[src/rtl/miss_pkg.sv]
package miss_pkg;
  parameter int ORD_W  = 16;
  parameter int TIME_W = 16;

  typedef enum logic [1:0] {
    SRC_CPU   = 2'd0,
    SRC_SNOOP = 2'd1,
    SRC_PREF  = 2'd2
  } tgt_src_e;

  typedef struct packed {
    tgt_src_e            src;
    logic [ORD_W-1:0]    order;
    logic [TIME_W-1:0]   ready;
    logic                marked;
    logic                need_wr;
    logic                upgrade;
    logic                need_resp;
  } tgt_t;

  typedef struct packed {
    logic valid;
    logic in_service;
    logic uncache;
    logic secure;
    logic fwd;
    logic fill_alloc;
    logic dpend;
    logic need_wr;
    logic has_upg;
    logic pend_mod;
    logic post_inv;
    logic post_dg;
  } entry_flags_t;
endpackage

[src/rtl/miss_tgt_fifo.sv]
module miss_tgt_fifo
  import miss_pkg::*;
#(
  parameter int DEPTH = 8,
  parameter int CW    = $clog2(DEPTH + 1)
) (
  input  logic          clk,
  input  logic          rst_n,
  input  logic          flush_i,
  input  logic          push_i,
  input  tgt_t          push_d_i,
  input  logic          pop_i,
  input  logic          load_i,
  input  tgt_t          load_arr_i [DEPTH],
  input  logic [CW-1:0] load_cnt_i,
  output tgt_t          arr_o [DEPTH],
  output logic [CW-1:0] cnt_o,
  output logic          full_o,
  output logic          empty_o
);
  localparam logic [CW-1:0] FULL_CNT = CW'(DEPTH);

  tgt_t          arr_q [DEPTH];
  tgt_t          arr_n [DEPTH];
  logic [CW-1:0] cnt_q, cnt_n;

  assign full_o  = (cnt_q == FULL_CNT);
  assign empty_o = (cnt_q == '0);
  assign cnt_o   = cnt_q;
  assign arr_o   = arr_q;

  always_comb begin
    arr_n = arr_q;
    cnt_n = cnt_q;
    if (flush_i) begin
      cnt_n = '0;
      if (push_i) begin
        arr_n[0] = push_d_i;
        cnt_n    = CW'(1);
      end
    end else if (load_i) begin
      arr_n = load_arr_i;
      cnt_n = load_cnt_i;
    end else if (pop_i && !empty_o) begin
      for (int i = 0; i < DEPTH - 1; i++) arr_n[i] = arr_q[i+1];
      cnt_n = cnt_q - CW'(1);
    end else if (push_i && !full_o) begin
      for (int i = 0; i < DEPTH; i++)
        if (cnt_q == CW'(i)) arr_n[i] = push_d_i;
      cnt_n = cnt_q + CW'(1);
    end
  end

  always_ff @(posedge clk or negedge rst_n) begin
    if (!rst_n) cnt_q <= '0;
    else        cnt_q <= cnt_n;
  end

  // storage needs no reset: occupancy alone qualifies it
  always_ff @(posedge clk) begin
    arr_q <= arr_n;
  end

  assert_no_overflow_R11: assert property (@(posedge clk) disable iff (!rst_n)
    cnt_q <= FULL_CNT);

  assert_full_push_R11: assert property (@(posedge clk) disable iff (!rst_n)
    (full_o && push_i && !flush_i && !load_i && !pop_i) |=> (cnt_q == FULL_CNT));
endmodule

[src/rtl/miss_flag_ctl.sv]
module miss_flag_ctl
  import miss_pkg::*;
#(
  parameter int ADDR_W = 32
) (
  input  logic              clk,
  input  logic              rst_n,
  input  logic              dealloc_i,
  input  logic              alloc_i,
  input  logic [ADDR_W-1:0] addr_i,
  input  logic              uncache_i,
  input  logic              secure_i,
  input  logic              fwd_i,
  input  logic              fill_alloc_i,
  input  logic              first_wr_i,
  input  logic              first_upg_i,
  input  logic              svc_i,
  input  logic              svc_pmod_i,
  input  logic              fill_i,
  input  logic              snp_inv_i,
  input  logic              snp_rd_i,
  input  logic              dpend_set_i,
  input  logic              dpend_clr_i,
  input  logic              add_main_i,
  input  logic              add_wr_i,
  input  logic              add_upg_i,
  input  logic              promote_i,
  input  logic              prom_wr_i,
  input  logic              prom_upg_i,
  output entry_flags_t      flags_o,
  output logic [ADDR_W-1:0] addr_o
);
  entry_flags_t      f_q, f_n;
  logic [ADDR_W-1:0] addr_q, addr_n;

  always_comb begin
    f_n    = f_q;
    addr_n = addr_q;
    if (dealloc_i) begin
      f_n = '0;
    end else if (alloc_i) begin
      f_n            = '0;
      f_n.valid      = 1'b1;
      f_n.uncache    = uncache_i;
      f_n.secure     = secure_i;
      f_n.fwd        = fwd_i;
      f_n.fill_alloc = fill_alloc_i;
      f_n.need_wr    = first_wr_i;
      f_n.has_upg    = first_upg_i;
      addr_n         = addr_i;
    end else if (f_q.valid) begin
      if (svc_i && !f_q.in_service) begin
        f_n.in_service = 1'b1;
        f_n.pend_mod   = f_q.need_wr | svc_pmod_i;
      end
      if (f_q.in_service && snp_inv_i) f_n.post_inv = 1'b1;
      if (f_q.in_service && snp_rd_i)  f_n.post_dg  = 1'b1;
      if (fill_i && f_q.in_service) begin
        f_n.in_service = 1'b0;
        f_n.post_inv   = 1'b0;
        f_n.post_dg    = 1'b0;
      end
      if (dpend_set_i)      f_n.dpend = 1'b1;
      else if (dpend_clr_i) f_n.dpend = 1'b0;
      if (add_main_i) begin
        f_n.need_wr = f_q.need_wr | add_wr_i;
        f_n.has_upg = f_q.has_upg | add_upg_i;
      end
      if (promote_i) begin
        f_n.need_wr = prom_wr_i;
        f_n.has_upg = prom_upg_i;
      end
    end
  end

  always_ff @(posedge clk or negedge rst_n) begin
    if (!rst_n) begin
      f_q    <= '0;
      addr_q <= '0;
    end else begin
      f_q    <= f_n;
      addr_q <= addr_n;
    end
  end

  assign flags_o = f_q;
  assign addr_o  = addr_q;

  assert_post_inv_svc_R6: assert property (@(posedge clk) disable iff (!rst_n)
    $rose(f_q.post_inv) |-> $past(f_q.in_service));

  assert_post_dg_svc_R6: assert property (@(posedge clk) disable iff (!rst_n)
    $rose(f_q.post_dg) |-> $past(f_q.in_service));

  assert_fill_clears_R13: assert property (@(posedge clk) disable iff (!rst_n)
    (fill_i && f_q.in_service && !dealloc_i && !alloc_i) |=> !f_q.in_service);
endmodule

[src/rtl/miss_track_entry.sv]
module miss_track_entry
  import miss_pkg::*;
#(
  parameter int ADDR_W = 32,
  parameter int DEPTH  = 8,
  parameter int CW     = $clog2(DEPTH + 1)
) (
  input  logic              clk,
  input  logic              rst_n,
  input  logic              alloc_i,
  input  logic [ADDR_W-1:0] alloc_addr_i,
  input  logic              alloc_uncache_i,
  input  logic              alloc_secure_i,
  input  logic              alloc_fwd_i,
  input  logic              alloc_fill_i,
  input  logic              tgt_add_i,
  input  logic [1:0]        tgt_src_i,
  input  logic [ORD_W-1:0]  tgt_order_i,
  input  logic [TIME_W-1:0] tgt_ready_i,
  input  logic              tgt_marked_i,
  input  logic              tgt_need_wr_i,
  input  logic              tgt_upgrade_i,
  input  logic              tgt_need_resp_i,
  input  logic              svc_i,
  input  logic              svc_pmod_i,
  input  logic              fill_i,
  input  logic              snp_inv_i,
  input  logic              snp_rd_i,
  input  logic              dpend_set_i,
  input  logic              dpend_clr_i,
  input  logic              pop_i,
  input  logic              promote_i,
  input  logic              dealloc_i,
  input  logic              flag_rd_i,
  output logic              valid_o,
  output logic [ADDR_W-1:0] addr_o,
  output logic              uncache_o,
  output logic              secure_o,
  output logic              fwd_o,
  output logic              fill_alloc_o,
  output logic              in_service_o,
  output logic              dpend_o,
  output logic              need_wr_o,
  output logic              has_upg_o,
  output logic              pend_mod_o,
  output logic              post_inv_o,
  output logic              post_dg_o,
  output logic              flag_err_o,
  output logic              stall_o,
  output logic [CW-1:0]     main_cnt_o,
  output logic [CW-1:0]     def_cnt_o,
  output logic [CW:0]       num_tgt_o,
  output logic              fwd_nores_o,
  output logic [1:0]        head_src_o,
  output logic [ORD_W-1:0]  head_order_o,
  output logic [TIME_W-1:0] head_ready_o,
  output logic              head_marked_o,
  output logic              head_need_wr_o
);
  entry_flags_t  fl;
  tgt_t          new_tgt;
  tgt_t          main_arr [DEPTH];
  tgt_t          def_arr  [DEPTH];
  logic [CW-1:0] main_cnt, def_cnt;
  logic          main_full, main_empty, def_full, def_empty;
  logic          busy, do_alloc, do_dealloc, do_promote, sel_pop, sel_add;
  logic          to_def, push_main, push_def, prom_wr, prom_upg;

  assign new_tgt = '{src: tgt_src_e'(tgt_src_i), order: tgt_order_i, ready: tgt_ready_i,
                     marked: tgt_marked_i, need_wr: tgt_need_wr_i,
                     upgrade: tgt_upgrade_i, need_resp: tgt_need_resp_i};

  // one list operation per cycle: dealloc > alloc > promote > pop > add
  always_comb begin
    do_dealloc = dealloc_i & fl.valid;
    do_alloc   = alloc_i & ~dealloc_i & ~fl.valid;
    busy       = dealloc_i | alloc_i;
    do_promote = promote_i & ~busy & fl.valid & ~fl.in_service & main_empty & ~def_empty;
    sel_pop    = pop_i & ~busy & ~promote_i & fl.valid;
    sel_add    = tgt_add_i & ~busy & ~promote_i & ~pop_i & fl.valid;
    to_def     = fl.in_service & tgt_need_wr_i & ~fl.pend_mod;
    stall_o    = sel_add & (to_def ? def_full : main_full);
    push_main  = do_alloc | (sel_add & ~to_def & ~main_full);
    push_def   = sel_add & to_def & ~def_full;
  end

  always_comb begin
    prom_wr  = 1'b0;
    prom_upg = 1'b0;
    for (int i = 0; i < DEPTH; i++) begin
      if (CW'(i) < def_cnt) begin
        prom_wr  = prom_wr  | def_arr[i].need_wr;
        prom_upg = prom_upg | def_arr[i].upgrade;
      end
    end
  end

  miss_flag_ctl #(.ADDR_W(ADDR_W)) u_flags (
    .clk, .rst_n,
    .dealloc_i   (do_dealloc),
    .alloc_i     (do_alloc),
    .addr_i      (alloc_addr_i),
    .uncache_i   (alloc_uncache_i),
    .secure_i    (alloc_secure_i),
    .fwd_i       (alloc_fwd_i),
    .fill_alloc_i(alloc_fill_i),
    .first_wr_i  (tgt_need_wr_i),
    .first_upg_i (tgt_upgrade_i),
    .svc_i       (svc_i & ~busy),
    .svc_pmod_i  (svc_pmod_i),
    .fill_i      (fill_i & ~busy),
    .snp_inv_i   (snp_inv_i & ~busy),
    .snp_rd_i    (snp_rd_i & ~busy),
    .dpend_set_i (dpend_set_i & ~busy),
    .dpend_clr_i (dpend_clr_i & ~busy),
    .add_main_i  (push_main & ~do_alloc),
    .add_wr_i    (tgt_need_wr_i),
    .add_upg_i   (tgt_upgrade_i),
    .promote_i   (do_promote),
    .prom_wr_i   (prom_wr),
    .prom_upg_i  (prom_upg),
    .flags_o     (fl),
    .addr_o      (addr_o)
  );

  miss_tgt_fifo #(.DEPTH(DEPTH), .CW(CW)) u_main (
    .clk, .rst_n,
    .flush_i   (do_dealloc | do_alloc),
    .push_i    (push_main),
    .push_d_i  (new_tgt),
    .pop_i     (sel_pop),
    .load_i    (do_promote),
    .load_arr_i(def_arr),
    .load_cnt_i(def_cnt),
    .arr_o     (main_arr),
    .cnt_o     (main_cnt),
    .full_o    (main_full),
    .empty_o   (main_empty)
  );

  miss_tgt_fifo #(.DEPTH(DEPTH), .CW(CW)) u_defer (
    .clk, .rst_n,
    .flush_i   (do_dealloc | do_alloc | do_promote),
    .push_i    (push_def),
    .push_d_i  (new_tgt),
    .pop_i     (1'b0),
    .load_i    (1'b0),
    .load_arr_i(def_arr),
    .load_cnt_i(def_cnt),
    .arr_o     (def_arr),
    .cnt_o     (def_cnt),
    .full_o    (def_full),
    .empty_o   (def_empty)
  );

  assign valid_o        = fl.valid;
  assign uncache_o      = fl.uncache;
  assign secure_o       = fl.secure;
  assign fwd_o          = fl.fwd;
  assign fill_alloc_o   = fl.fill_alloc;
  assign in_service_o   = fl.in_service;
  assign dpend_o        = fl.dpend;
  assign need_wr_o      = fl.need_wr;
  assign has_upg_o      = fl.has_upg;
  assign pend_mod_o     = fl.pend_mod;
  assign post_inv_o     = fl.post_inv;
  assign post_dg_o      = fl.post_dg;
  assign flag_err_o     = flag_rd_i & ~fl.in_service;
  assign main_cnt_o     = main_cnt;
  assign def_cnt_o      = def_cnt;
  assign num_tgt_o      = {1'b0, main_cnt} + {1'b0, def_cnt};
  assign head_src_o     = main_arr[0].src;
  assign head_order_o   = main_arr[0].order;
  assign head_ready_o   = main_arr[0].ready;
  assign head_marked_o  = main_arr[0].marked;
  assign head_need_wr_o = main_arr[0].need_wr;
  assign fwd_nores_o    = (num_tgt_o == (CW+1)'(1)) && (main_cnt == CW'(1)) &&
                          (main_arr[0].src == SRC_CPU) && !main_arr[0].need_resp;

  assert_defer_route_R4: assert property (@(posedge clk) disable iff (!rst_n)
    (sel_add && to_def && !def_full) |=> (def_cnt == $past(def_cnt) + CW'(1)));

  assert_stall_hold_R11: assert property (@(posedge clk) disable iff (!rst_n)
    stall_o |=> $stable(num_tgt_o));

  assert_promote_move_R10: assert property (@(posedge clk) disable iff (!rst_n)
    do_promote |=> (main_cnt == $past(def_cnt)) && (def_cnt == '0));

  assert_no_defer_unserved_R4: assert property (@(posedge clk) disable iff (!rst_n)
    (def_cnt != '0) |-> fl.valid);
endmodule

[config.mk]
export PLATFORM = sky130hd
export DESIGN_NAME = miss_track_entry
export DESIGN_NICKNAME = d
export VERILOG_FILES = /design/src/rtl/miss_pkg.sv /design/src/rtl/miss_tgt_fifo.sv /design/src/rtl/miss_flag_ctl.sv /design/src/rtl/miss_track_entry.sv
export SDC_FILE = /design/constraint.sdc
export NUM_CORES = 1
export LEC_CHECK = 0
export ABC_CLOCK_PERIOD_IN_PS = 6800
export BUFFER_PORTS_ARGS = -buffer_cell sky130_fd_sc_hd__buf_2
export CORE_MARGIN = 2
export CORE_UTILIZATION = 60
export CTS_CLUSTER_DIAMETER = 30
export DETAILED_ROUTE_END_ITERATION = 8
export PLACE_DENSITY = 0.79
export SLEW_MARGIN = 20
export SYNTH_ARGS = -nofsm -noshare
export SYNTH_HDL_FRONTEND = slang
export SYNTH_SLANG_ARGS = --single-unit
[constraint.sdc]
create_clock -name clk -period 6.8 [get_ports clk]
set_input_delay 1.02 -clock clk [delete_from_list [all_inputs] [get_ports clk]]
set_output_delay 1.02 -clock clk [all_outputs]
set_load 0.005 [all_outputs]
==> Word level (Yosys, flattened, before mapping) <==
Index checks and enable logic that the tools add are counted.
{ "word_totals": {"reg_bits": 659, "inputBits": 89, "output_inout_bits": 96, "word_cells": 353} }
{ "classes": {"n_addsub": 4, "order_cmp": 8, "n_eq_ne": 20, "n_mux": 67, "n_bitwise": 66, "reduce_logical": 62} }
{ "ops": {"columns": ["operator", "count"], "rows": [
  ["two-way mux 304 bit", 3],
  ["two-way mux 38 bit", 21],
  ["two-way mux 266 bit", 1],
  ["AND reduction 3 bit", 15],
  ["== test 4 x 3 -> 1 bit (second input constant)", 8],
  ["bitwise AND 1 bit", 30],
  ["two-way mux 1 bit", 29],
  ["two-way mux 4 bit", 7],
  ["nonzero test 4 bit", 7],
  ["nonzero test 3 bit", 9],
  ["bitwise OR 1 bit", 21],
  ["== test 4 x 2 -> 1 bit (second input constant)", 4],
  ["less-than comparator 3 x 4 -> 1 bit (first input constant)", 4],
  ["inverter 1 bit", 15],
  ["AND reduction 2 bit", 7],
  ["two-way mux 12 bit", 1],
  ["two-way mux 6 bit", 2],
  ["logical AND 1 bit", 10],
  ["nonzero test 2 bit", 5],
  ["adder 4 x 1 -> 4 bit (second input constant)", 2],
  ["== test 4 x 1 -> 1 bit (second input constant)", 2],
  ["== test 4 bit (second input constant)", 2],
  ["zero test 4 bit", 2],
  ["less-than comparator 1 x 4 -> 1 bit (first input constant)", 2],
  ["9 further kinds", 18]
]} }

==> Depth between registers and ports, before layout <==
Gate-level depths: netlist of run 1.
{ "logic_depth": {"depth_word": 20, "depth_mapped": 11} }

==> By module <==
From an unflattened synthesis of run 1, not the netlist that was laid out.
{ "hier_totals": {"hier_cells": 3097, "hier_area_um2": 33083.0} }
{ "by_module_without_submodules": {"columns": ["module", "instances", "cells_per_inst", "area_per_inst_um2", "seq_area_each_um2"], "rows": [
  ["miss_tgt_fifo", 2, 1449, 15331.0, 9228.9],
  ["miss_flag_ctl", 1, 121, 1881.8, 1101.1],
  ["miss_track_entry", 1, 78, 539.3, 0.0]
]} }

==> Worst setup path before layout of run 1 <==
No wires, ideal clock.
{ "synth_timing": {"kind": "input to register", "start": "in dealloc_i", "end": "reg u_defer.arr_q, in the netlist u_defer.arr_o[228] (enable)", "setup_ns": 0.528, "t_arrival_ns": 5.773, "t_required_ns": 6.272, "slack_ns": 0.499, "cell_stages": 5, "path_buffers": 1, "path_cell_list": "buf_6 or4b_4 nor3_4 nand2_2 nor4_1"} }
{ "synth_between": {"elab_chain_cells": 10, "elab_cells_between_ends": 22, "cone_classes": "bitwise (20); reduce/logical (2)"} }
{ "synth_lines": {"columns": ["item", "line", "text"], "rows": [
  ["start, declared", "miss_track_entry.sv:33", "input logic dealloc_i,"],
  ["bitwise OR 1 bit", "miss_track_entry.sv:77", "busy = dealloc_i | alloc_i;"],
  ["inverter 1 bit", "miss_track_entry.sv:78, miss_track_entry.sv:80", null],
  ["bitwise AND 1 bit, on equally long branches (4 in series)", "miss_track_entry.sv:80, miss_track_entry.sv:78", null],
  ["bitwise AND 1 bit, on equally long branches", "miss_track_entry.sv:84, miss_track_entry.sv:78", null],
  ["bitwise AND 1 bit or bitwise OR 1 bit (tied branches)", "miss_track_entry.sv:84, miss_track_entry.sv:143", null],
  ["logical AND 1 bit or inverter 1 bit (tied branches)", null, null],
  ["AND reduction 3 bit (no source line) (*)", null, null],
  ["end signal, assigned", "miss_tgt_fifo.sv:61", "arr_q <= arr_n;"],
  ["end, declared", "miss_tgt_fifo.sv:23", "tgt_t arr_q [DEPTH];"]
]} }
Mark *: on every way between the ends. The rest lies on a longest branch, timed or not.
A chain may end at the register's enable or synchronous reset.

==> Worst setup path after layout of run 1 <==
{ "layout_timing": {"start": "reg u_main.cnt_q[1], in the netlist u_main.cnt_o[1]", "end": "reg u_main.arr_q, in the netlist u_main.arr_o[249] (enable)"} }
{ "layout_between": {"elab_chain_cells": 7, "elab_cells_between_ends": 15, "cone_classes": "eq/ne (2); bitwise (5); reduce/logical (8)"} }
{ "layout_lines": {"columns": ["item", "line", "text"], "rows": [
  ["start, declared", "miss_tgt_fifo.sv:25", "logic [CW-1:0] cnt_q, cnt_n;"],
  ["start signal, assigned", "miss_tgt_fifo.sv:56", "else cnt_q <= cnt_n;"],
  ["== test 4 bit", "miss_tgt_fifo.sv:27", "assign full_o = (cnt_q == FULL_CNT);"],
  ["inverter 1 bit", "miss_track_entry.sv:83", "push_main = do_alloc | (sel_add & ~to_def & ~main_full);"],
  ["bitwise AND 1 bit", "miss_track_entry.sv:83", null],
  ["bitwise OR 1 bit", "miss_track_entry.sv:83", null],
  ["logical AND 1 bit", "miss_tgt_fifo.sv:47", "end else if (push_i && !full_o) begin"],
  ["nonzero test 3 bit (no source line)", null, null],
  ["AND reduction 3 bit (no source line) (*)", null, null],
  ["end signal, assigned", "miss_tgt_fifo.sv:61", null],
  ["end, declared", "miss_tgt_fifo.sv:23", null]
]} }
Marks and branches as above.

==> results of run 1 <==
[metal layers]
layer / GRT usage / share of wire / vias up
met5: 0 / 0 / -
met1: 0.356 / 0.38 / 7928
met4: 0.112 / 0.027 / 0
met3: 0.0515 / 0.095 / 136
li1: - / - / 6981
met2: 0.452 / 0.50 / 1008
[cell type report]
| type | count | area [µm²] | area share |
|---|---|---|---|
| inverter | 13 | 48.8 | 0.00164 |
| tap | 532 | 666 | 0.0224 |
| clock buffer | 128 | 2800 | 0.0943 |
| clock inverter | 75 | 728 | 0.0245 |
| multi-input combinational | 983 | 5060 | 0.170 |
| sequential | 652 | 19300 | 0.651 |
| timing repair buffer | 198 | 1050 | 0.0355 |
[power breakdown]
group / switching (mW) / internal (mW) / total (mW) / leakage [nW]
logic: 0.235 / 0.125 / 0.361 / 2.98
clock network: 1.93 / 3.27 / 5.19 / 1.71
registers: 0.0379 / 4.46 / 4.49 / 6.08
[worst max-delay path by stage]
stage | end | slack (ns) | cells after the start
detailed placement | u_main.arr_o[140] | 1.82 | 5
global route | u_main.arr_o[211] | 1.66 | 6
global placement | u_main.arr_o[135] | 1.98 | 5
floorplan | u_defer.arr_o[228] | 0.50 | 5
CTS | u_main.arr_o[117] | 1.98 | 6
finish | u_main.arr_o[249] | 1.90 | 6
[registers in the layout (all words and copies together), names as in the netlist]
signal           cells
u_defer.cnt_o        4
u_flags.addr_o      32
u_defer.arr_o      304
u_main.cnt_o         4
u_flags.flags_o     12
u_main.arr_o       296
[synthesized netlist by cell type, types with 3 or more instances]
cell type	n
nand3_1	4
nor2_1	317
and3_1	3
inv_1	13
nand2_2	3
buf_1	8
nor2b_1	6
o21ai_0	16
a21o_1	7
o22a_1	3
nand3b_1	3
and2_1	40
a31oi_1	7
nand2_1	236
clkbuf_1	32
buf_2	21
buf_4	58
edfxtp_1	600
dfrtp_1	52
a21oi_1	13
ha_1	11
nor3b_1	4
nor3_1	6
o22ai_1	264
nor4_1	3
buf_6	4
xnor2_1	3
[critical path: stages, from the launching register on]
cell and delay [ns]:
dfrtp_1 0.44, inv_1 0.19, ha_1 0.35, nor3b_1 0.60, nand4_4 0.97, nand2_2 0.90, a21o_2 0.96
[metrics by stage]
step	hold WS, ns	area, µm²	utilization	setup slack [ns]
finish	0.418	29700	0.723	1.90
global route	0.472	29700	0.723	1.66
CTS	0.424	29700	0.723	1.98
detailed placement	0.457	26100	0.637	1.82
global placement	0.453	26100	0.636	1.98
floorplan	0.470	25100	-	0.499
[placed cells by master, fill, tap and decap left out, drive strengths merged, types with 5 or more instances in the layout]
cell | netlist | layout
edfxtp | 600 | 600
nor2 | 319 | 319
o22ai | 264 | 264
nand2 | 240 | 240
buf | 91 | 198
clkbuf | 32 | 128
dfrtp | 52 | 52
clkinv | 0 | 45
and2 | 40 | 40
inv | 13 | 27
o21ai | 17 | 17
a21oi | 13 | 13
ha | 11 | 11
clkinvlp | 0 | 8
bufinv | 0 | 8
a31oi | 7 | 7
nor3 | 7 | 7
a21o | 7 | 7
nor2b | 6 | 6
nand3 | 5 | 5
nor3b | 5 | 5
[logic make-up (layout without fill, tap and decap cells)]
logic type | after synthesis | after routing | synth area share
mux | 2 | 2 | 0.000849
compound gates | 319 | 319 | 0.0796
flops | 652 | 652 | 0.771
xor+xnor | 5 | 5 | 0.00175
simple gates | 645 | 645 | 0.109
buf+inv | 136 | 414 | 0.0313
fa+ha+maj | 12 | 12 | 0.00629
==> run summary, run 1 <==
R2R setup slack -> 1.90 ns
first-pass GRT wire length -> 91.2 mm
Critical Path Source -> u_main.cnt_o[1]
VDD IR-drop max -> 0.230 mV
share of cells above drive strength 1 -> 0.195
port bufs -> 184
DR iter-0 viols -> 1832
Power Density -> 339 nW/µm²
Worst-path clk slew -> 0.05 ns
fin crit share -> 0.720
hpwl dp -> 30.3 mm
Clock Latency Late Sink -> 0.65 ns
initial antenna violation count -> 0
Final Net Count -> 2057
Worst Setup End Kind -> flop
Ys Warns -> 0
largest net degree at the start of global routing -> 148
Max Slew Vio Count -> 0
Die Height -> 208 µm
Post-Syn Instances -> 1771
syn nets -> 1872
top cell type's share of synthesized area -> 0.719
Die ar. -> 43400 µm²
Vias -> 16100
FFs w/ async S/R, synth -> 0.0798
ANT cells -> 0
vias in the first global route -> 16500
CP required -> 7.04 ns
CTS resizes -> 0
overall global routing resource usage -> 0.272
Worst-Margin Slew -> 1.17 ns
total core area -> 41000 µm²
static leakage -> 10.8 nW
Routed Antenna Nets -> 0
Final Skew -> 0.0274 ns
Post-Syn Area -> 25100 µm²
Fill cells -> 2405
RSZ-0062 raised after global routing -> false
maximum clock frequency -> 0.204 GHz
worst hold path type -> input pin to async pin
DR WL/cell -> 23.1 µm
area grow syn2layout -> 18.4%
Post-Layout Cell Count -> 2581
drt first pass iters -> 5
crit path max fanout -> 64
post-synth cell types -> 54
# clock sinks -> 652
die width -> 208 µm
total gr overflow -> 0
reg2reg path depth -> 6
reg-to-reg startpoint -> u_main.cnt_o[1]
r2r endpoint -> u_main.arr_o[249]
Yosys reg bits -> 652
total power -> 10.0 mW
number of synthesized flops with an enable pin -> 600
postcts setup bufs -> 0
DRC violations left -> 0
initial core utilization -> 0.611
gpl congestion -> 0.834
placed cell count -> 2378
Rel. slew slack -> 0.223
Post-synth top flop -> edfxtp_1
post-DR vias/cell -> 6.22
Max-Cap Viols -> 0
row count -> 74
Synth area leaders -> edfxtp_1 72%, o22ai_1 6.6%, dfrtp_1 5.2%
CTS buffer count -> 108
# setup viols final -> 0
WL final -> 59.6 mm
total negative slack -> 0 ns
Arr. time, crit path -> 5.13 ns
cell taking the most area after synthesis -> edfxtp_1
CTS root buf -> clkbuf_16
sequential share of the synthesized area -> 0.771
min cycle time layout -> 4.90 ns
number of I/O pins -> 185
Setup Crit Path Kind -> flop to flop
CTS max path bufs -> 3
CTS H-tree lvls -> 3
Hold Buf Count CTS -> 0
Final Hold Fails -> 0
average cell area after synthesis -> 14.1 µm²
Worst Setup Start Kind -> flop
status -> complete, no violations
CTS tree -> yes
Note: power is estimated with default switching activity, not from simulation.
==> inputs of run 2 (changes only) <==
--- a/config.mk
+++ b/config.mk
@@ -5,7 +5,7 @@
 export SDC_FILE = /design/constraint.sdc
 export NUM_CORES = 1
 export LEC_CHECK = 0
-export ABC_CLOCK_PERIOD_IN_PS = 6800
+export ABC_CLOCK_PERIOD_IN_PS = 5050
 export BUFFER_PORTS_ARGS = -buffer_cell sky130_fd_sc_hd__buf_2
 export CORE_MARGIN = 2
 export CORE_UTILIZATION = 60
==> constraint.sdc (replaced) <==
create_clock -name clk -period 5.05 [get_ports clk]
set_input_delay 0.7575 -clock clk [delete_from_list [all_inputs] [get_ports clk]]
set_output_delay 0.7575 -clock clk [all_outputs]
set_load 0.005 [all_outputs]
==> run summary, run 2 (synthesis results as in run 1) <==
CTS buffer count -> 108
Max Slew Vio Count -> 0
post-DR vias/cell -> 6.13
overall global routing resource usage -> 0.271
Worst Setup Start Kind -> flop
Final Hold Fails -> 0
drt first pass iters -> 5
Worst-Margin Slew -> 1.14 ns
reg-to-reg startpoint -> u_defer.cnt_o[1]
initial antenna violation count -> 3
initial core utilization -> 0.611
sw power -> 2.98 mW
min cycle time layout -> 4.13 ns
DR WL/cell -> 22.6 µm
area grow syn2layout -> 19.1%
gpl congestion -> 0.845
CP endpoint -> u_defer.arr_o[82]
DR iter-0 viols -> 1892
worst hold path type -> input pin to async pin
Final Skew -> 0.0241 ns
reg2reg path depth -> 8
share of cells above drive strength 1 -> 0.202
die width -> 208 µm
Routed Antenna Nets -> 0
Pint -> 10.8 mW
CP delay by family, top -> simple AND/OR/NAND/NOR gates
r2r endpoint -> u_defer.arr_o[82]
largest net degree at the start of global routing -> 200
static leakage -> 10.9 nW
maximum clock frequency -> 0.242 GHz
commonest non-fill, non-tap cell in the layout -> edfxtp_1
Power Density -> 462 nW/µm²
Placed Area -> 26200 µm²
total core area -> 41000 µm²
DRC violations left -> 0
Max-Cap Viols -> 0
R2R setup slack -> 0.92 ns
Hold Buf Count CTS -> 0
row count -> 74
Worst Setup End Kind -> flop
CP required -> 5.31 ns
hpwl dp -> 30.5 mm
fin crit share -> 0.819
port bufs -> 184
max incr delay on CP -> 0.64 ns
Worst-path clk slew -> 0.05 ns
Setup Crit Path Kind -> flop to flop
Rel. slew slack -> 0.242
VDD IR-drop max -> 0.402 mV
number of I/O pins -> 185
power share of the sequential group -> 0.439
Clock Power Share -> 0.526
# setup viols final -> 0
Clock Latency Late Sink -> 0.65 ns
Gate power share -> 0.035
vias in the first global route -> 16400
crit path max fanout -> 46
WL final -> 58.6 mm
Die ar. -> 43400 µm²
Vias -> 15900
CTS root buf -> clkbuf_16
first-pass GRT wire length -> 90.3 mm
# clock sinks -> 652
WP depth -> 8
CP max-delay cell -> and4_2
CTS resizes -> 0
max FFs per register -> 304
CTS tree -> yes
CP Cell Sequence -> inv_1, ha_1, or3b_1, and4_2, nor2_4, nand2_1, nor3b_4, buf_4
Design Area, Final -> 29800 µm²
Buf/Inv on CP -> 2
Final Net Count -> 2069
Arr. time, crit path -> 4.39 ns
RSZ-0062 raised after global routing -> false
status -> complete, no violations
Critical Path Source -> u_defer.cnt_o[1]
postcts setup bufs -> 0
total gr overflow -> 0
total negative slack -> 0 ns
CTS H-tree lvls -> 3
Die Height -> 208 µm
CTS max path bufs -> 3
net switching fraction of the power -> 0.216
most frequent cells in the layout -> 600 x edfxtp_1, 315 x nor2_1, 264 x o22ai_1
ANT cells -> 0
run 2: changes by cell type in the layout (fill, tap and decap cells not counted), sizes merged:
cell,change
buf,+12
clkinv,-10
clkinvlp,+5
bufinv,+4
clkbuf,-2
inv,+2
run 2: worst min-delay path by stage:
stage / start / end / cells past startpoint
finish: rst_n / u_flags.addr_o[5] / 1
global route: rst_n / u_flags.flags_o[2] / 1
CTS: rst_n / u_flags.flags_o[4] / 1
detailed placement: u_flags.addr_o[9] / u_flags.addr_o[9] / 2
global placement: u_flags.addr_o[16] / u_flags.addr_o[16] / 2
floorplan: rst_n / u_defer.cnt_o[0] / 0
run 2: per-layer routing:
metal	share of wire	track usage	vias up
met3	0.089	0.0601	144
met4	0.030	0.115	6
met2	0.50	0.446	891
met1	0.38	0.352	7833
met5	0.00067	0	-
li1	-	-	7006
run 2: per-stage QoR:
stage	total power [mW]	util	setup WS, ns	hold WS [ns]	std cells
finish	13.8	0.728	0.916	0.155	2592
CTS	13.8	0.727	1.02	0.167	2592
floorplan	6.39	-	0.0939	0.462	1771
detailed placement	6.62	0.639	1.08	0.457	2390
global route	14.2	0.728	0.801	0.213	2592
global placement	6.59	0.639	1.18	0.453	2390
run 2: power by group through the flow:
stage	logic [mW]	clock network, mW	registers [mW]
5_1_grt	0.536	7.57	6.05
3_5_place_dp	0.472	0	6.15
3_3_place_gp	0.448	0	6.14
4_1_cts	0.484	7.31	6.05
2_1_floorplan	0.247	0	6.15
6_report	0.483	7.26	6.05
run 2: cell type report:
type,count,area [µm²]
clock buffer,126,2820
clock inverter,76,810
fill,2374,11200
inverter,13,48.8
multi-input combinational,983,5040
sequential,652,19300
tap,532,666
timing repair buffer,210,1130
run 2: worst register-to-register path: stages, from the launching register on:
cell and delay [ns]:
dfrtp_1 0.62, inv_1 0.22, ha_1 0.34, or3b_1 0.49, and4_2 0.64, nor2_4 0.34, nand2_1 0.26, nor3b_4 0.26
buf_4 0.54
